### config.mk
export PLATFORM = sky130hd
export DESIGN_NAME = cs_region_seq
export DESIGN_NICKNAME = d
export VERILOG_FILES = /design/src/rtl/cs_region_seq.sv
export SDC_FILE = /design/constraint.sdc
export NUM_CORES = 1
export LEC_CHECK = 0
export BUFFER_PORTS_ARGS = -buffer_cell sky130_fd_sc_hd__buf_4
export CAP_MARGIN = 20
export CORE_MARGIN = 2
export CORE_UTILIZATION = 44
export CTS_CLUSTER_DIAMETER = 50
export DETAILED_ROUTE_END_ITERATION = 6
export GPL_TIMING_DRIVEN = 0
export PLACE_DENSITY_LB_ADDON = 0.05
export SLEW_MARGIN = 30
export SYNTH_ARGS = -nofsm -noshare
export SYNTH_HDL_FRONTEND = slang
export SYNTH_SLANG_ARGS = --single-unit
### constraint.sdc
create_clock -name clk -period 4.65 [get_ports clk]
set_input_delay 0.6975 -clock clk [delete_from_list [all_inputs] [get_ports clk]]
set_output_delay 0.6975 -clock clk [all_outputs]
set_load 0.1 [all_outputs]
### src/rtl/cs_region_seq.sv
module cs_region_seq #(
  parameter int AW = 16,
  parameter int DW = 16,
  parameter int FW = 6
) (
  input  logic              clk,
  input  logic              rst_n,
  input  logic              cfg_load,
  input  logic [4+8*FW-1:0] cfg_word,
  input  logic              req,
  input  logic              req_wr,
  input  logic [AW-1:0]     req_addr,
  input  logic [DW-1:0]     req_wdata,
  output logic              ack,
  output logic [DW-1:0]     rdata,
  output logic [AW-1:0]     bus_addr,
  output logic              bus_ce_n,
  output logic              bus_oe_n,
  output logic              bus_we_n,
  output logic [DW-1:0]     bus_dout,
  output logic              bus_doe,
  input  logic [DW-1:0]     bus_din,
  input  logic              bus_rdy
);
  localparam int CFGW = 4 + 8*FW;
  localparam int CW   = FW + 4;

  typedef enum logic [2:0] {S_IDLE, S_ADR, S_LEAD, S_STB, S_EXT, S_HLD, S_PAU} st_t;

  st_t             state;
  logic [CFGW-1:0] cfg;
  logic [CW-1:0]   cnt;
  logic            wr_q, rdy_s1, rdy_s2;
  logic [DW-1:0]   wdata;
  logic [1:0]      shamt;

  logic [FW-1:0] f_adr, f_lead, f_rstb, f_rhld, f_wstb, f_whld, f_pau, f_rwait;
  assign f_adr   = cfg[4+0*FW +: FW];
  assign f_lead  = cfg[4+1*FW +: FW];
  assign f_rstb  = cfg[4+2*FW +: FW];
  assign f_rhld  = cfg[4+3*FW +: FW];
  assign f_wstb  = cfg[4+4*FW +: FW];
  assign f_whld  = cfg[4+5*FW +: FW];
  assign f_pau   = cfg[4+6*FW +: FW];
  assign f_rwait = cfg[4+7*FW +: FW];

  wire en_bit   = cfg[0];
  wire wait_bit = cfg[1];

  always_comb begin
    case (cfg[3:2])
      2'd0:    shamt = 2'd2;
      2'd1:    shamt = 2'd0;
      2'd2:    shamt = 2'd1;
      default: shamt = 2'd3;
    endcase
  end

  function automatic logic [CW-1:0] span(input logic [FW-1:0] f, input logic [1:0] sh);
    return ((CW'(f) + CW'(1)) << sh) - CW'(1);
  endfunction

  wire [FW-1:0] stb_f = wr_q ? f_wstb : f_rstb;
  wire [FW-1:0] hld_f = wr_q ? f_whld : f_rhld;

  always_ff @(posedge clk) begin
    if (!rst_n) begin
      state    <= S_IDLE;
      cfg      <= '0;
      cnt      <= '0;
      wr_q     <= 1'b0;
      wdata    <= '0;
      bus_addr <= '0;
      rdata    <= '0;
      ack      <= 1'b0;
      rdy_s1   <= 1'b0;
      rdy_s2   <= 1'b0;
    end else begin
      rdy_s1 <= bus_rdy;
      rdy_s2 <= rdy_s1;
      ack    <= 1'b0;
      if (cfg_load) cfg <= cfg_word;
      if (state == S_IDLE) begin
        if (req && en_bit && !ack) begin
          state    <= S_ADR;
          cnt      <= span(f_adr, shamt);
          wr_q     <= req_wr;
          bus_addr <= req_addr;
          wdata    <= req_wdata;
        end
      end else if (cnt != '0) begin
        cnt <= cnt - CW'(1);
      end else begin
        case (state)
          S_ADR: begin
            state <= S_LEAD;
            cnt   <= span(f_lead, shamt);
          end
          S_LEAD: begin
            state <= S_STB;
            cnt   <= span(stb_f, shamt);
          end
          S_STB: begin
            if (wait_bit) begin
              if (rdy_s2) begin
                state <= S_EXT;
                cnt   <= span(f_rwait, shamt);
              end
            end else begin
              state <= S_HLD;
              cnt   <= span(hld_f, shamt);
              if (!wr_q) rdata <= bus_din;
            end
          end
          S_EXT: begin
            state <= S_HLD;
            cnt   <= span(hld_f, shamt);
            if (!wr_q) rdata <= bus_din;
          end
          S_HLD: begin
            state <= S_PAU;
            cnt   <= span(f_pau, shamt);
          end
          default: begin
            state <= S_IDLE;
            ack   <= 1'b1;
          end
        endcase
      end
    end
  end

  wire ce_on  = (state == S_LEAD) || (state == S_STB) || (state == S_EXT) || (state == S_HLD);
  wire stb_on = (state == S_STB) || (state == S_EXT);

  assign bus_ce_n = !ce_on;
  assign bus_oe_n = !(stb_on && !wr_q);
  assign bus_we_n = !(stb_on && wr_q);
  assign bus_doe  = ce_on && wr_q;
  assign bus_dout = wdata;
endmodule

==> impl_metrics.prom, run 1 <==
# TYPE chip_impl_metric gauge
chip_impl_metric{name="final_antenna_diode_count",unit=""} 0
chip_impl_metric{name="drc",unit=""} 0
chip_impl_metric{name="setup_viol",unit=""} 0
chip_impl_info{name="yosys-top-cells-area",value="dfxtp_1 (32%), mux2i_1 (10%), nand2_1 (6.2%)"} 1
chip_impl_metric{name="grt_usage",unit="%"} 24.6
chip_impl_metric{name="gp_congestion",unit=""} 0.996
chip_impl_metric{name="fp.dieArea",unit="sq mm"} 0.0179
chip_impl_metric{name="ant_nets",unit=""} 0
chip_impl_info{name="worst_setup_path_start_kind",value="register"} 1
chip_impl_metric{name="num_vias",unit=""} 7178
chip_impl_metric{name="yosys_register_bits",unit=""} 117
chip_impl_metric{name="post_drt_via_cell_ratio",unit=""} 5.47
chip_impl_info{name="layout.cells.most_common",value="buf_4"} 1
chip_impl_info{name="ctsRootBufferMaster",value="clkbuf_16"} 1
chip_impl_metric{name="synth_top_area_share",unit="%"} 31.7
chip_impl_metric{name="detailedRoute.firstIterationViolations",unit=""} 520
chip_impl_metric{name="dp.final_hpwl",unit="mm"} 16.7
chip_impl_metric{name="hold_violations",unit=""} 0
chip_impl_metric{name="post_dp_cell_area",unit="sq mm"} 0.00884
chip_impl_metric{name="power_leakage",unit="nW"} 3.88
chip_impl_info{name="largest_area_contributor_in_the_synthesized_netlist",value="dfxtp_1"} 1
chip_impl_info{name="worst_path_dominant_cell_family",value="buffers and inverters"} 1
chip_impl_metric{name="synth_warnings",unit=""} 0
chip_impl_metric{name="p_per_area",unit="mW/mm^2"} 347
chip_impl_metric{name="port_buffers",unit=""} 156
chip_impl_metric{name="layout-drive-gt1-share",unit="%"} 21.6
chip_impl_metric{name="syn_nets",unit=""} 1022
chip_impl_info{name="critical_path_class",value="register to register"} 1
chip_impl_info{name="cp_common_cell",value="buf_2"} 1
chip_impl_metric{name="maxSlewViolCount",unit=""} 0
chip_impl_metric{name="worst_r2r_path_depth",unit=""} 16
chip_impl_info{name="crit_chain",value="buf_2 > buf_2 > buf_2 > mux2i_1 > inv_1 > ha_1 > inv_1 > a21oi_1 > xnor2_1 > mux2_2 > or3_1 > nor3_1 > xor2_1 > o221ai_1 > a21oi_1 > o2bb2ai_1"} 1
chip_impl_metric{name="area.growth.synth_to_final",unit="%"} 27.5
chip_impl_metric{name="worst_ep_required_time",unit="ns"} 4.96
chip_impl_metric{name="holdBufCountCts",unit=""} 0
chip_impl_metric{name="floorplan.rows",unit=""} 47
chip_impl_metric{name="num_io_pins",unit=""} 159
chip_impl_info{name="synth_flop_cell",value="dfxtp_1"} 1
chip_impl_metric{name="final.setup.worst_slack",unit="ns"} 0.386
chip_impl_metric{name="cts_buffer_depth",unit=""} 2
chip_impl_metric{name="max_slew_margin",unit="%"} 36.0
chip_impl_metric{name="whs",unit="ns"} 0.436
chip_impl_metric{name="setup_total_negative_slack",unit="ns"} 0
chip_impl_metric{name="global_route_wire_length_before_repair",unit="mm"} 34.9
chip_impl_metric{name="cp_max_fo",unit=""} 10
chip_impl_metric{name="grt_overflow_total",unit=""} 0
chip_impl_info{name="min-delay-path-class",value="register to register"} 1
chip_impl_info{name="hold_path.startpoint",value="rdy_s1"} 1
chip_impl_metric{name="worstPathArrival",unit="ns"} 4.57
chip_impl_metric{name="proportion_of_register_bits_with_asynchronous_set_or_reset_after_synthesis",unit="%"} 0
chip_impl_info{name="final_cell_mix",value="buf_4 (159), nand2_1 (123), dfxtp_1 (117)"} 1
chip_impl_metric{name="post-place-cells",unit=""} 1280
chip_impl_metric{name="period_share",unit="%"} 91.7
chip_impl_metric{name="min_delay_path_depth",unit=""} 1
chip_impl_metric{name="finalCriticalPeriod",unit="ns"} 4.26
chip_impl_info{name="cts_tree",value="built"} 1
chip_impl_metric{name="clkLatencyLatePin",unit="ns"} 0.43
chip_impl_metric{name="cts_setup_buffers",unit=""} 0
chip_impl_metric{name="finalInstanceArea",unit="sq mm"} 0.00943
chip_impl_metric{name="detail_route.wl_per_cell",unit="microns"} 16.6
chip_impl_metric{name="path_depth",unit=""} 16
chip_impl_metric{name="clock_skew",unit="ns"} 0.00956
chip_impl_metric{name="cts_inserted_buffers",unit=""} 17
chip_impl_metric{name="synth_area",unit="sq mm"} 0.00740
chip_impl_metric{name="dieWidth",unit="microns"} 134
chip_impl_metric{name="critical_path.n_buffers_inverters",unit=""} 5
chip_impl_metric{name="vdd_ir_drop_max",unit="mV"} 0.281
chip_impl_metric{name="final-instance-count-excl-fill",unit=""} 1312
chip_impl_metric{name="clkTransAtPathRegs",unit="ns"} 0.06
chip_impl_info{name="grt_setup_unrepaired",value="no"} 1
chip_impl_metric{name="cts_h_tree_depth",unit=""} 4
chip_impl_metric{name="fillers",unit=""} 1641
chip_impl_metric{name="layout.core_utilization",unit="%"} 57.1
chip_impl_metric{name="detailedPlace.worstSlack",unit="ns"} -0.0666
chip_impl_info{name="worstReg2RegStart",value="wr_q"} 1
chip_impl_metric{name="max_slew.worst_pin.slew",unit="ns"} 0.959
chip_impl_metric{name="total_power",unit="mW"} 3.27
chip_impl_metric{name="timing.max_cap.violations",unit=""} 0
chip_impl_metric{name="synth_sequential_area_ratio",unit="%"} 31.7
chip_impl_info{name="worstSetupEndpointType",value="register"} 1
chip_impl_metric{name="floorplan.core_area",unit="sq mm"} 0.0165
chip_impl_metric{name="start_util",unit="%"} 44.8
chip_impl_metric{name="synth_enable_flop_cells",unit=""} 0
chip_impl_metric{name="drt_wl_total",unit="mm"} 21.8
chip_impl_metric{name="critical_path.max_stage_delay",unit="ns"} 0.50
chip_impl_metric{name="cts_sinks",unit=""} 117
chip_impl_metric{name="detailedRoute.firstPassIterationCount",unit=""} 6
chip_impl_metric{name="first_global_vias",unit=""} 6710
chip_impl_metric{name="number_of_antenna_violations_at_the_first_check_in_global_routing",unit=""} 0
chip_impl_metric{name="grt_max_degree",unit=""} 17
chip_impl_info{name="timing.critical_path.slowest_stage_cell",value="mux2i_1"} 1
chip_impl_metric{name="per_instance_average_area_after_synthesis",unit="sq um"} 8.18
chip_impl_metric{name="synthCells",unit=""} 904
chip_impl_metric{name="final_nets",unit=""} 1197
chip_impl_info{name="launching_element_of_the_worst_setup_path",value="wr_q"} 1
chip_impl_info{name="run_status",value="finished clean"} 1
chip_impl_metric{name="die_h",unit="microns"} 134
chip_impl_metric{name="fmax",unit="MHz"} 235
chip_impl_metric{name="yosys.cell_types.count",unit=""} 71
[registers in the layout, indices dropped and copies added, names as in the netlist, 3 cells and up]
signal    flops
rdata        16
state         3
bus_addr     16
cnt          10
cfg          52
bus_dout     16
[metal layers]
metal / routed length [microns] / GRT usage (%)
met1: 10000 / 32.6
met2: 10200 / 40.3
met3: 1220 / 4.41
met4: 359 / 8.51
met5: 0 / 0
[what timing repair did]
| item | in CTS | in global routing |
|---|---|---|
| gates resized for setup | 1 | 3 |
| setup endpoints to repair | 1 | 1 |
| endpoints found under the hold margin | 0 | 0 |
[cells by family after synthesis]
family | Yosys count | share of synthesized area, %
xor+xnor | 41 | 4.86
fa+ha+maj | 12 | 2.03
mux | 90 | 13.2
compound gates | 215 | 20.2
flops | 117 | 31.7
simple gates | 350 | 23.8
buf+inv | 79 | 4.28
[area by class of cell]
cell class	instances	area, sq um	share of cell area, %
buffer	63	259	2.75
multi-input combinational	708	4740	50.3
clock buffer	20	467	4.95
clock inverter	12	118	1.25
tap	220	275	2.92
inverter	16	60.1	0.637
timing repair buffer	156	1170	12.4
sequential	117	2340	24.8
[power breakdown]
part           switching (mW)  internal [mW]
Sequential             0.0473           1.06
Combinational           0.526          0.340
Clock                   0.518          0.783
[synthesized netlist by cell type, drive strengths merged, types with 4 or more instances]
cell and n:
a2111oi 5, a211o 4, a21boi 34, a21oi 35, a221oi 4, a31oi 17, and2 9, and3 5
buf 17, clkbuf 46, dfxtp 117, ha 12, inv 16, mux2 9, mux2i 76, mux4 5
nand2 123, nand2b 5, nand3 30, nand3b 5, nand4 6, nor2 42, nor2b 72, nor3 15
nor3b 8, o211ai 9, o21ai 53, o221ai 10, o22ai 10, or2 8, or3 12, xnor2 22
xor2 19
[final timing paths]
kind | endpoint | slack [ns]
max reg2reg | cnt[7] | 0.39
min reg2reg | rdy_s2 | 0.44
max | cnt[7] | 0.39
min | rdy_s2 | 0.44
(Power assumes the default switching activity.)
==> run 2, diff against run 1 <==
--- a/config.mk
+++ b/config.mk
@@ -13,7 +13,10 @@
 export DETAILED_ROUTE_END_ITERATION = 6
 export GPL_TIMING_DRIVEN = 0
 export PLACE_DENSITY_LB_ADDON = 0.05
+export REMOVE_ABC_BUFFERS = 1
+export SKIP_CTS_REPAIR_TIMING = 1
 export SLEW_MARGIN = 30
 export SYNTH_ARGS = -nofsm -noshare
 export SYNTH_HDL_FRONTEND = slang
 export SYNTH_SLANG_ARGS = --single-unit
+export TNS_END_PERCENT = 100
==> impl_metrics.prom, run 2 (synthesis results as in run 1) <==
# TYPE chip_impl_metric gauge
chip_impl_metric{name="layout.core_utilization",unit="%"} 56.3
chip_impl_info{name="ctsRootBufferMaster",value="clkbuf_16"} 1
chip_impl_metric{name="cts_inserted_buffers",unit=""} 17
chip_impl_metric{name="grt_max_degree",unit=""} 119
chip_impl_metric{name="global_route_wire_length_before_repair",unit="mm"} 32.5
chip_impl_info{name="run_status",value="finished clean"} 1
chip_impl_metric{name="max_slew_margin",unit="%"} 37.4
chip_impl_metric{name="ant_nets",unit=""} 0
chip_impl_metric{name="cts_h_tree_depth",unit=""} 4
chip_impl_metric{name="cts_sinks",unit=""} 117
chip_impl_info{name="crit_chain",value="inv_1 > ha_2 > inv_1 > nand2_1 > o221ai_1 > nor3_1 > o2111ai_1 > o31ai_1 > a221oi_1 > o31a_1 > a31oi_1"} 1
chip_impl_metric{name="dieWidth",unit="microns"} 134
chip_impl_info{name="worst_path_dominant_cell_family",value="compound AO/OA/AOI/OAI gates"} 1
chip_impl_metric{name="detailedPlace.worstSlack",unit="ns"} 0.421
chip_impl_metric{name="final-instance-count-excl-fill",unit=""} 1254
chip_impl_metric{name="power.share.combinational",unit="%"} 24.8
chip_impl_metric{name="power.net_switching",unit="mW"} 1.05
chip_impl_metric{name="fillers",unit=""} 1575
chip_impl_metric{name="grt_usage",unit="%"} 22.4
chip_impl_metric{name="drc",unit=""} 0
chip_impl_metric{name="clock_skew",unit="ns"} 0.00703
chip_impl_metric{name="first_global_vias",unit=""} 6574
chip_impl_metric{name="finalCriticalPeriod",unit="ns"} 4.06
chip_impl_metric{name="largest_reg_flops",unit=""} 52
chip_impl_metric{name="hold_violations",unit=""} 0
chip_impl_metric{name="num_vias",unit=""} 6878
chip_impl_info{name="worst_setup_path_start_kind",value="register"} 1
chip_impl_metric{name="whs",unit="ns"} 0.434
chip_impl_metric{name="number_of_antenna_violations_at_the_first_check_in_global_routing",unit=""} 0
chip_impl_metric{name="floorplan.core_area",unit="sq mm"} 0.0165
chip_impl_metric{name="detailedRoute.firstPassIterationCount",unit=""} 5
chip_impl_metric{name="netSwitchingFraction",unit="%"} 31.9
chip_impl_metric{name="p_per_area",unit="mW/mm^2"} 355
chip_impl_metric{name="timing.max_cap.violations",unit=""} 0
chip_impl_metric{name="clock_power_share",unit="%"} 41.6
chip_impl_metric{name="setup_total_negative_slack",unit="ns"} 0
chip_impl_info{name="min-delay-path-class",value="register to register"} 1
chip_impl_metric{name="layout-drive-gt1-share",unit="%"} 22.7
chip_impl_metric{name="fmax",unit="MHz"} 246
chip_impl_metric{name="fp.dieArea",unit="sq mm"} 0.0179
chip_impl_metric{name="port_buffers",unit=""} 158
chip_impl_info{name="launching_element_of_the_worst_setup_path",value="cfg[2]"} 1
chip_impl_info{name="worstSetupEndpointType",value="register"} 1
chip_impl_metric{name="critical_path.n_buffers_inverters",unit=""} 2
chip_impl_metric{name="num_io_pins",unit=""} 159
chip_impl_metric{name="period_share",unit="%"} 87.3
chip_impl_metric{name="detailedRoute.firstIterationViolations",unit=""} 456
chip_impl_metric{name="final_nets",unit=""} 1139
chip_impl_info{name="hold_path.startpoint",value="rdy_s1"} 1
chip_impl_info{name="cp_common_cell",value="inv_1"} 1
chip_impl_info{name="critical_path_class",value="register to register"} 1
chip_impl_info{name="worstReg2RegStart",value="cfg[2]"} 1
chip_impl_metric{name="die_h",unit="microns"} 134
chip_impl_metric{name="setup_viol",unit=""} 0
chip_impl_metric{name="power_leakage",unit="nW"} 3.83
chip_impl_metric{name="worstPathArrival",unit="ns"} 4.41
chip_impl_metric{name="detail_route.wl_per_cell",unit="microns"} 15.8
chip_impl_metric{name="critical_path.max_stage_delay",unit="ns"} 0.78
chip_impl_metric{name="clkLatencyLatePin",unit="ns"} 0.42
chip_impl_metric{name="worst_ep_required_time",unit="ns"} 4.99
chip_impl_metric{name="cts_buffer_depth",unit=""} 2
chip_impl_metric{name="floorplan.rows",unit=""} 47
chip_impl_metric{name="gp_congestion",unit=""} 0.904
chip_impl_metric{name="cellInternalPower",unit="mW"} 2.25
chip_impl_metric{name="max_slew.worst_pin.slew",unit="ns"} 0.938
chip_impl_metric{name="drt_wl_total",unit="mm"} 19.8
chip_impl_metric{name="cp_max_fo",unit=""} 39
chip_impl_info{name="final_cell_mix",value="buf_4 (158), nand2_1 (123), dfxtp_1 (116)"} 1
chip_impl_info{name="layout.cells.most_common",value="buf_4"} 1
chip_impl_metric{name="grt_overflow_total",unit=""} 0
chip_impl_metric{name="vdd_ir_drop_max",unit="mV"} 0.382
chip_impl_info{name="top_register",value="cfg"} 1
chip_impl_metric{name="maxSlewViolCount",unit=""} 0
chip_impl_metric{name="pwr-share-seq",unit="%"} 33.6
chip_impl_info{name="timing.critical_path.slowest_stage_cell",value="ha_2"} 1
chip_impl_metric{name="post-place-cells",unit=""} 1222
chip_impl_info{name="cts_tree",value="built"} 1
chip_impl_metric{name="post_drt_via_cell_ratio",unit=""} 5.48
chip_impl_metric{name="area.growth.synth_to_final",unit="%"} 25.9
chip_impl_info{name="grt_setup_unrepaired",value="no"} 1
chip_impl_metric{name="clkTransAtPathRegs",unit="ns"} 0.06
chip_impl_metric{name="start_util",unit="%"} 44.8
chip_impl_metric{name="final_antenna_diode_count",unit=""} 0
chip_impl_metric{name="dp.final_hpwl",unit="mm"} 13.8
chip_impl_metric{name="final.setup.worst_slack",unit="ns"} 0.589
## run 2: cell count changes in the layout (fill, tap and decap cells not counted), sizes merged
cell and delta:
buf -12, clkbuf -48, clkinv +3, clkinvlp -3, bufinv +2
## run 2: area by class of cell
type / instances / area (sq um) / area share (%)
repair buffers: 161 / 1250 / 13.5
multi-input cells: 708 / 4760 / 51.2
inverters: 16 / 60.1 / 0.645
clock inverters: 14 / 174 / 1.87
well taps: 220 / 275 / 2.96
clock buffers: 18 / 439 / 4.72
flip-flops and latches: 117 / 2340 / 25.2
## run 2: power groups by stage
stage | Combinational [mW] | Sequential [mW] | Clock [mW]
5_1_grt | 0.893 | 1.12 | 1.44
3_3_place_gp | 0.797 | 1.13 | 0
6_report | 0.819 | 1.11 | 1.38
3_5_place_dp | 0.808 | 1.13 | 0
4_1_cts | 0.812 | 1.11 | 1.40
2_1_floorplan | 0.500 | 1.18 | 0
## run 2: per-stage QoR
stage	power, mW	cell area (sq um)
6_report	3.31	9310
5_1_grt	3.45	9310
4_1_cts	3.32	9300
3_5_place_dp	1.94	8690
3_3_place_gp	1.93	8600
2_1_floorplan	1.68	7140
## run 2: routing by layer
| layer | up-vias | share of wire [%] | global-route usage (%) | wire length, microns |
|---|---|---|---|---|
| li1 | 3463 | - | - | - |
| met1 | 3175 | 46 | 29.0 | 9080 |
| met2 | 203 | 45 | 34.8 | 8830 |
| met3 | 37 | 7.7 | 8.11 | 1520 |
| met4 | 0 | 1.9 | 7.09 | 369 |
| met5 | - | 0 | 0 | 0 |
## run 2: final timing paths
kind | endpoint | slack (ns) | cells past startpoint
worst max-delay path | cnt[8] | 0.59 | 11
worst min-delay path | rdy_s2 | 0.43 | 1
worst max register to register | cnt[8] | 0.59 | 11
worst min register to register | rdy_s2 | 0.43 | 1
==> run 3, diff against run 2 <==
--- a/config.mk
+++ b/config.mk
@@ -8,7 +8,7 @@
 export BUFFER_PORTS_ARGS = -buffer_cell sky130_fd_sc_hd__buf_4
 export CAP_MARGIN = 20
 export CORE_MARGIN = 2
-export CORE_UTILIZATION = 44
+export CORE_UTILIZATION = 30
 export CTS_CLUSTER_DIAMETER = 50
 export DETAILED_ROUTE_END_ITERATION = 6
 export GPL_TIMING_DRIVEN = 0
==> impl_metrics.prom, run 3 (synthesis results as in run 1) <==
# TYPE chip_impl_metric gauge
chip_impl_metric{name="detailedRoute.firstPassIterationCount",unit=""} 4
chip_impl_metric{name="vdd_ir_drop_max",unit="mV"} 0.206
chip_impl_metric{name="ant_nets",unit=""} 0
chip_impl_info{name="top_register",value="cfg"} 1
chip_impl_metric{name="worst_ep_required_time",unit="ns"} 4.95
chip_impl_metric{name="drc",unit=""} 0
chip_impl_metric{name="num_io_pins",unit=""} 159
chip_impl_metric{name="grt_usage",unit="%"} 17.2
chip_impl_metric{name="clock_skew",unit="ns"} 0.0160
chip_impl_info{name="min-delay-path-class",value="register to register"} 1
chip_impl_metric{name="finalCriticalPeriod",unit="ns"} 4.02
chip_impl_metric{name="whs",unit="ns"} 0.431
chip_impl_metric{name="cellInternalPower",unit="mW"} 2.26
chip_impl_metric{name="maxSlewViolCount",unit=""} 0
chip_impl_metric{name="p_per_area",unit="mW/mm^2"} 358
chip_impl_metric{name="detailedRoute.firstIterationViolations",unit=""} 305
chip_impl_info{name="grt_setup_unrepaired",value="no"} 1
chip_impl_metric{name="floorplan.core_area",unit="sq mm"} 0.0242
chip_impl_metric{name="cts_inserted_buffers",unit=""} 17
chip_impl_metric{name="worstPathArrival",unit="ns"} 4.32
chip_impl_info{name="cts_tree",value="built"} 1
chip_impl_metric{name="max_slew_margin",unit="%"} 38.4
chip_impl_info{name="worstSetupEndpointType",value="register"} 1
chip_impl_info{name="ctsRootBufferMaster",value="clkbuf_16"} 1
chip_impl_metric{name="port_buffers",unit=""} 158
chip_impl_metric{name="netSwitchingFraction",unit="%"} 33.2
chip_impl_metric{name="post_drt_via_cell_ratio",unit=""} 4.97
chip_impl_metric{name="cts_sinks",unit=""} 117
chip_impl_metric{name="number_of_antenna_violations_at_the_first_check_in_global_routing",unit=""} 0
chip_impl_info{name="critical_path_class",value="register to register"} 1
chip_impl_metric{name="global_route_wire_length_before_repair",unit="mm"} 35.8
chip_impl_metric{name="clkTransAtPathRegs",unit="ns"} 0.06
chip_impl_metric{name="post_dp_cell_area",unit="sq mm"} 0.00884
chip_impl_metric{name="power.net_switching",unit="mW"} 1.12
chip_impl_metric{name="period_share",unit="%"} 86.5
chip_impl_metric{name="cts_h_tree_depth",unit=""} 4
chip_impl_metric{name="first_global_vias",unit=""} 6650
chip_impl_metric{name="cts_buffer_depth",unit=""} 2
chip_impl_metric{name="setup_viol",unit=""} 0
chip_impl_metric{name="grt_overflow_total",unit=""} 0
chip_impl_info{name="layout.cells.most_common",value="buf_4"} 1
chip_impl_metric{name="finalInstanceArea",unit="sq mm"} 0.00948
chip_impl_metric{name="largest_reg_flops",unit=""} 52
chip_impl_metric{name="power_leakage",unit="nW"} 3.85
chip_impl_metric{name="layout-drive-gt1-share",unit="%"} 23.1
chip_impl_metric{name="pwr-share-seq",unit="%"} 32.8
chip_impl_metric{name="area.growth.synth_to_final",unit="%"} 28.2
chip_impl_info{name="run_status",value="finished clean"} 1
chip_impl_metric{name="dieWidth",unit="microns"} 161
chip_impl_metric{name="dp.final_hpwl",unit="mm"} 15.2
chip_impl_metric{name="clkLatencyLatePin",unit="ns"} 0.42
chip_impl_metric{name="final_antenna_diode_count",unit=""} 0
chip_impl_metric{name="start_util",unit="%"} 30.5
chip_impl_metric{name="worst_r2r_path_depth",unit=""} 10
chip_impl_metric{name="num_vias",unit=""} 6764
chip_impl_metric{name="fmax",unit="MHz"} 249
chip_impl_metric{name="floorplan.rows",unit=""} 57
chip_impl_metric{name="fp.dieArea",unit="sq mm"} 0.0259
chip_impl_metric{name="clock_power_share",unit="%"} 42.4
chip_impl_metric{name="power.share.combinational",unit="%"} 24.8
chip_impl_info{name="final_cell_mix",value="buf_4 (159), nand2_1 (123), dfxtp_1 (116)"} 1
chip_impl_metric{name="drt_wl_total",unit="mm"} 21.8
chip_impl_metric{name="min_delay_path_depth",unit=""} 1
chip_impl_metric{name="timing.max_cap.violations",unit=""} 0
chip_impl_metric{name="final_nets",unit=""} 1141
chip_impl_metric{name="die_h",unit="microns"} 161
chip_impl_metric{name="grt_max_degree",unit=""} 119
chip_impl_info{name="worst_setup_path_start_kind",value="register"} 1
chip_impl_metric{name="hold_violations",unit=""} 0
chip_impl_metric{name="cp_max_fo",unit=""} 21
chip_impl_metric{name="fillers",unit=""} 2597
chip_impl_metric{name="max_slew.worst_pin.slew",unit="ns"} 0.923
chip_impl_metric{name="gp_congestion",unit=""} 0.792
chip_impl_metric{name="detail_route.wl_per_cell",unit="microns"} 16.0
-- run 3: cell count changes in the layout (fill, tap and decap cells not counted) --
| cell | change |
|---|---|
| a2111oi_0 | -1 |
| a2111oi_1 | +1 |
| buf_4 | +1 |
| buf_6 | +1 |
| clkbuf_8 | -1 |
| clkinv_2 | -3 |
| clkinv_4 | -2 |
| inv_1 | -1 |
| inv_2 | +1 |
| inv_6 | +1 |
| inv_8 | +5 |
| or4_1 | -1 |
| or4_2 | +1 |
-- run 3: path summary, 6_finish.rpt --
kind | startpoint | to | slack (ns)
worst min register to register | rdy_s1 | rdy_s2 | 0.43
worst min-delay path | rdy_s1 | rdy_s2 | 0.43
worst max-delay path | state[1] | cnt[7] | 0.63
worst max register to register | state[1] | cnt[7] | 0.63
-- run 3: stage by stage --
stage	util (%)	setup TNS, ns	power, mW	instances	setup slack [ns]
floorplan	-	0	1.68	841	1.10
global placement	36.0	-0.307	1.96	1323	-0.138
detailed placement	36.5	0	1.98	1328	0.563
CTS	39.1	0	3.44	1360	0.536
global route	39.1	0	3.58	1360	0.286
finish	39.1	0	3.39	1360	0.629
-- run 3: area by class of cell --
class	count	area [sq um]	area share [%]
clock buffers	17	425	4.49
repair buffers	163	1270	13.4
flip-flops and latches	117	2340	24.7
well taps	324	405	4.28
clock inverters	15	206	2.18
multi-input cells	708	4770	50.3
inverters	16	60.1	0.634
-- run 3: routing by layer --
layer / vias up / track usage (%) / part of all wire (%)
li1: 3467 / - / -
met1: 3153 / 23.3 / 49
met2: 134 / 26.7 / 44
met3: 10 / 5.21 / 5.6
met4: 0 / 4.30 / 0.82
met5: - / 0 / 0
-- run 3: power groups by stage --
stage | sequential, mW | combinational (mW) | clock, mW
detailed placement | 1.13 | 0.841 | 0
CTS | 1.11 | 0.845 | 1.48
global placement | 1.13 | 0.830 | 0
global route | 1.12 | 0.928 | 1.53
finish | 1.11 | 0.841 | 1.44
floorplan | 1.18 | 0.500 | 0
-- run 3: critical path, cell delays in order, from the launching register on --
cell	delay, ns
dfxtp_1	0.77
nor2b_2	0.46
or2_2	0.30
o221ai_2	0.31
or4_1	0.77
or3_1	0.42
a31oi_1	0.30
a2111oi_2	0.13
xnor2_1	0.16
a21oi_1	0.21
o2bb2ai_1	0.08
